File: src/rtl/alu_nzcv_pkg.sv
package alu_nzcv_pkg;
  localparam int OP_W = 4;

  typedef enum logic [OP_W-1:0] {
    OP_OR    = 4'd0,
    OP_ADD   = 4'd1,
    OP_AND   = 4'd2,
    OP_CMP   = 4'd3,
    OP_ADDI  = 4'd4,
    OP_NEGI  = 4'd5,
    OP_ORI   = 4'd6,
    OP_ANDI  = 4'd7,
    OP_CMPI  = 4'd8,
    OP_MOVI  = 4'd9,
    OP_MOVIS = 4'd10
  } alu_op_e;

  typedef struct packed {
    logic c;
    logic n;
    logic v;
    logic z;
  } nzcv_t;
endpackage

File: src/rtl/alu_imm_ext.sv
module alu_imm_ext #(
  parameter int W       = 16,
  parameter int SHORT_W = 5,
  parameter int BYTE_W  = 8
) (
  input  logic [BYTE_W-1:0] imm_fld,
  output logic [W-1:0]      short_sx,
  output logic [W-1:0]      byte_sx,
  output logic [W-1:0]      byte_zx,
  output logic [W-1:0]      byte_keep_hi,
  output logic [W-1:0]      byte_up
);
  localparam int SHORT_PAD = W - SHORT_W;
  localparam int BYTE_PAD  = W - BYTE_W;

  logic [SHORT_W-1:0] short_f;
  assign short_f = imm_fld[SHORT_W-1:0];

  assign short_sx     = {{SHORT_PAD{short_f[SHORT_W-1]}}, short_f};
  assign byte_sx      = {{BYTE_PAD{imm_fld[BYTE_W-1]}}, imm_fld};
  assign byte_zx      = {{BYTE_PAD{1'b0}}, imm_fld};
  assign byte_keep_hi = {{BYTE_PAD{1'b1}}, imm_fld};
  assign byte_up      = {imm_fld, {BYTE_PAD{1'b0}}};
endmodule

File: src/rtl/alu_flag_add.sv
module alu_flag_add
  import alu_nzcv_pkg::*;
#(
  parameter int W = 16
) (
  input  logic [W-1:0] add_x,
  input  logic [W-1:0] add_y,
  output logic [W-1:0] sum_lo,
  output nzcv_t        flags
);
  logic [W:0] sum_full;

  assign sum_full = {1'b0, add_x} + {1'b0, add_y};
  assign sum_lo   = sum_full[W-1:0];

  always_comb begin
    flags.c = sum_full[W];
    flags.n = sum_full[W-1];
    flags.z = (sum_full[W-1:0] == '0);
    flags.v = (add_x[W-1] == add_y[W-1]) && (sum_full[W-1] != add_x[W-1]);
  end
endmodule

File: src/rtl/alu_op_ctrl.sv
module alu_op_ctrl
  import alu_nzcv_pkg::*;
(
  input  alu_op_e op,
  output logic    res_we,
  output logic    flag_we,
  output logic    use_sum
);
  always_comb begin
    res_we  = 1'b0;
    flag_we = 1'b0;
    use_sum = 1'b0;
    case (op)
      OP_OR, OP_AND, OP_ORI, OP_ANDI: begin
        res_we  = 1'b1;
        flag_we = 1'b1;
      end
      OP_ADD, OP_ADDI, OP_NEGI: begin
        res_we  = 1'b1;
        flag_we = 1'b1;
        use_sum = 1'b1;
      end
      OP_CMP, OP_CMPI: flag_we = 1'b1;
      OP_MOVI, OP_MOVIS: res_we = 1'b1;
      default: ;
    endcase
  end
endmodule

File: src/rtl/alu_nzcv.sv
module alu_nzcv
  import alu_nzcv_pkg::*;
#(
  parameter int W       = 16,
  parameter int SHORT_W = 5,
  parameter int BYTE_W  = 8
) (
  input  logic [3:0]        op_sel,
  input  logic [W-1:0]      opnd_a,
  input  logic [W-1:0]      opnd_b,
  input  logic [W-1:0]      opnd_w,
  input  logic [BYTE_W-1:0] imm_fld,
  output logic [W-1:0]      result,
  output logic              res_we,
  output logic              flag_we,
  output logic              flag_c,
  output logic              flag_n,
  output logic              flag_v,
  output logic              flag_z
);
  localparam logic [W-1:0] ONE      = W'(1);
  localparam logic [W-1:0] LOW_MASK = W'((1 << BYTE_W) - 1);

  alu_op_e     op;
  logic [W-1:0] short_sx, byte_sx, byte_zx, byte_keep_hi, byte_up;
  logic [W-1:0] add_x, add_y, sum_lo, logic_res;
  logic         use_sum, res_we_i, flag_we_i;
  nzcv_t        add_flags;

  assign op = alu_op_e'(op_sel);

  alu_imm_ext #(.W(W), .SHORT_W(SHORT_W), .BYTE_W(BYTE_W)) u_ext (
    .imm_fld      (imm_fld),
    .short_sx     (short_sx),
    .byte_sx      (byte_sx),
    .byte_zx      (byte_zx),
    .byte_keep_hi (byte_keep_hi),
    .byte_up      (byte_up)
  );

  alu_op_ctrl u_ctrl (
    .op      (op),
    .res_we  (res_we_i),
    .flag_we (flag_we_i),
    .use_sum (use_sum)
  );

  // Operand steering: logic results go through the adder with zero.
  always_comb begin
    logic_res = '0;
    add_x     = '0;
    add_y     = '0;
    case (op)
      OP_OR:    logic_res = opnd_a | opnd_b;
      OP_AND:   logic_res = opnd_a & opnd_b;
      OP_ORI:   logic_res = opnd_w | byte_zx;
      OP_ANDI:  logic_res = opnd_w & byte_keep_hi;
      OP_MOVI:  logic_res = byte_zx;
      OP_MOVIS: logic_res = (opnd_w & LOW_MASK) | byte_up;
      default:  logic_res = '0;
    endcase
    case (op)
      OP_ADD:  begin add_x = opnd_a;  add_y = opnd_b; end
      OP_ADDI: begin add_x = opnd_a;  add_y = short_sx; end
      OP_NEGI: begin add_x = ~opnd_a; add_y = short_sx; end
      OP_CMP:  begin add_x = opnd_a;  add_y = (~opnd_b) + ONE; end
      OP_CMPI: begin add_x = opnd_w;  add_y = (~byte_sx) + ONE; end
      default: begin add_x = logic_res; add_y = '0; end
    endcase
  end

  alu_flag_add #(.W(W)) u_add (
    .add_x  (add_x),
    .add_y  (add_y),
    .sum_lo (sum_lo),
    .flags  (add_flags)
  );

  assign res_we  = res_we_i;
  assign flag_we = flag_we_i;
  assign result  = !res_we_i ? '0 : (use_sum ? sum_lo : logic_res);
  assign flag_c  = flag_we_i & add_flags.c;
  assign flag_n  = flag_we_i & add_flags.n;
  assign flag_v  = flag_we_i & add_flags.v;
  assign flag_z  = flag_we_i & add_flags.z;
endmodule

File: config.mk
export PLATFORM = sky130hd
export DESIGN_NAME = alu_nzcv
export DESIGN_NICKNAME = d
export VERILOG_FILES = /design/src/rtl/alu_nzcv_pkg.sv /design/src/rtl/alu_imm_ext.sv /design/src/rtl/alu_flag_add.sv /design/src/rtl/alu_op_ctrl.sv /design/src/rtl/alu_nzcv.sv
export SDC_FILE = /design/constraint.sdc
export NUM_CORES = 1
export LEC_CHECK = 0
export ABC_AREA = 1
export BUFFER_PORTS_ARGS = -buffer_cell sky130_fd_sc_hd__buf_2
export CAP_MARGIN = 20
export CORE_ASPECT_RATIO = 2
export CORE_MARGIN = 8
export CORE_UTILIZATION = 55
export DETAILED_ROUTE_END_ITERATION = 12
export GPL_ROUTABILITY_DRIVEN = 1
export GPL_TIMING_DRIVEN = 0
export PLACE_DENSITY = 0.88
export SETUP_SLACK_MARGIN = 0.15
export SLEW_MARGIN = 15
export SYNTH_ARGS = -nofsm -noshare
export SYNTH_HDL_FRONTEND = slang
export SYNTH_SLANG_ARGS = --single-unit
File: constraint.sdc
create_clock -name vclk -period 4.4
set_clock_uncertainty 0.05 [all_clocks]
set_input_delay 0.44 -clock vclk [all_inputs]
set_output_delay 0.44 -clock vclk [all_outputs]
set_load 0.005 [all_outputs]
==> results.cfg <==
[synth]
ys.warnings.count = 0
yosys.area_share.adder_pct = 7.74
synth.most_common_cell = nand2_1
syn_area_per_cell_sq_um = 4.84
synth-simple-area-share_pct = 55.2
syn-num-nets = 699
synth-compound-area-share_pct = 23.3
seq_area_frac_synth_pct = 0
synth_top_family_by_area = simple AND/OR/NAND/NOR gates
synth_xor_area_share_pct = 0.291
synth_common_cells = nand2_1 (214), inv_1 (89), nor2_1 (79)
synth_cells = 621
synth_top_area_share_pct = 26.7
synth_top_area_cell = nand2_1
synthMuxAreaShare_pct = 0
synth.distinct_cells = 33
synth.area.top_cells = nand2_1 (27%), inv_1 (11%), nand3_1 (11%)
syn-cell-area_sq_um = 3010

[worst_setup_path]
slowest_delay_ns = 0.39
critPathMaxFanout = 7
cp_common_cell = nand2_1
cp.required_ns = 3.91
start_kind = primary input
slowest_stage = ha_1
cp.arrival_ns = 3.65
critPathBufInv = 4
worstSetupPathType = in2out
cp-end-kind = primary output
crit_chain = buf_2 -> inv_2 -> nor2_2 -> nand2_4 -> o21ai_4 -> ha_4 -> nand3_4 -> nor2_4 -> nor2_1 -> nand2_1 -> o211ai_1 -> ha_1 -> nand2_1 -> inv_1 -> nand3_1 -> nand2_1 -> nand2_1 -> nand2_1 -> nor2_1 -> nand2_1 -> nor2_1 -> nand3_1 -> nor2_1 -> buf_2
timing.critical_path.max_delay_family = simple AND/OR/NAND/NOR gates

[flow_run]
cap_violations = 0

[detailed_routing]
via_per_inst = 6.10
vias = 4729
wl_per_cell_um = 17.1
wl_um = 13300
dr.pass1.iters = 13
detail-route-antenna-nets = 0
initialDrtViolationCount = 444
drc = 0

[final_layout]
clock_buffers = 0
flops_and_latches = 0
n_antenna_cell = 0
multi_input_area_sq_um = 2850
nets = 795
drive_gt1_share_pct = 22.1
syn_to_final_growth_pct = 28.1
fill_cells = 504
seq_area_sq_um = 0

[global_route]
grt_pass1_vias = 4482
grt_pass1_wl_um = 20200
grt_max_degree = 11
grt_antenna_before_repair = 0
grt_usage_pct = 30.4
grt_overflow_total = 0

[sta]
rsz0062_at_grt = false
maxSlewHeadroom_pct = 68.8
report.final.hold_viol_count = 0
worstMarginPinSlew_ns = 0.465
min_period_ns = 4.14
timing.final.crit_share_pct = 94.0
fmax_mhz = 242
worst_slack_ns = 0.264
finalMaxSlewViolations = 0
finalSetupViolations = 0

[power]
irDropWorstVdd_v = 0.000103
p_leak_uw = 0.00219
p_total_uw = 458
power_density_nw_per_um2 = 119

[placement]
portBuffers = 82
dp_hpwl_um = 10900
place.gp.congestion = 1.07
pre_cts_ws_ns = -0.0568

[floorplan]
std_cell_rows = 38
fp.coreArea_sq_um = 5370
die_x_um = 68.3
die_h_um = 121
die-area_sq_um = 8230
pin_count = 82
start_util_pct = 56.0

[clocking]
hold_buffers = 0

[worst_hold_path]
hold_class = in2out

[outcome]
status = finished, final reports clean
## layer usage
| metal | vias up | share of wire, % | track usage (%) | wire length [um] |
|---|---|---|---|---|
| li1 | 2254 | - | - | - |
| met1 | 2109 | 33 | 30.5 | 4430 |
| met2 | 284 | 52 | 56.3 | 6900 |
| met3 | 82 | 6.6 | 1.95 | 876 |
| met4 | 0 | 8.0 | 19.2 | 1060 |
| met5 | - | 0 | 0 | 0 |
## kinds of logic (layout without fill, tap and decap cells)
family                   after synthesis  after routing
adder cells (fa/ha/maj)               18             18
AO/OA/AOI/OAI                        109            109
AND/OR/NAND/NOR                      391            391
buffers and inverters                102            196
XOR/XNOR                               1              1
## cells in the final DEF (no fill, tap or decap), types with 6 or more instances in the layout
cell type,netlist,layout
buf_2,7,89
inv_1,89,87
o21ai_0,19,19
o22ai_1,9,8
o211ai_1,8,8
ha_1,17,9
a22oi_1,7,7
nor2_1,79,75
nor2_2,5,7
buf_4,0,11
nand4_1,7,7
o21a_1,6,6
a221oi_1,9,9
nand2_2,3,8
nand2_1,214,208
o221ai_1,10,10
nand3_1,65,62
a21oi_1,32,25
nor2_4,4,6
ha_4,0,8
## repair_timing
item,CTS,global route
setup endpoints to repair,4,7
gates resized for setup,3,43
buffers inserted,3,9
pin swaps,2,15
## stage by stage
step	utilization [%]	TNS, ns	area [sq um]	cells	hold WS, ns
final	71.7	0	3850	775	1.15
after global routing	71.7	0	3850	775	1.16
after CTS	65.6	0	3530	766	1.14
after detailed placement	65.0	-0.0568	3490	763	1.14
after global placement	65.0	0	3490	763	1.14
after floorplan	-	0	3010	621	0.944
## path summary, 6_finish.rpt
kind	from	end	slack, ns	cells past startpoint
max	op_sel[3]	flag_z	0.26	24
min	opnd_w[13]	result[13]	1.15	4
## layout make-up
cell class	instances	share of cell area, %
timing repair buffer	94	13.3
buffer	12	1.88
tap	60	1.95
inverter	90	8.77
multi-input combinational	519	74.1
## power by group
part           internal [uW]  switching [uW]
Combinational            171             288
Clock                      0               0
Sequential                 0               0
Total                    171             288
(Power assumes the default switching activity.)
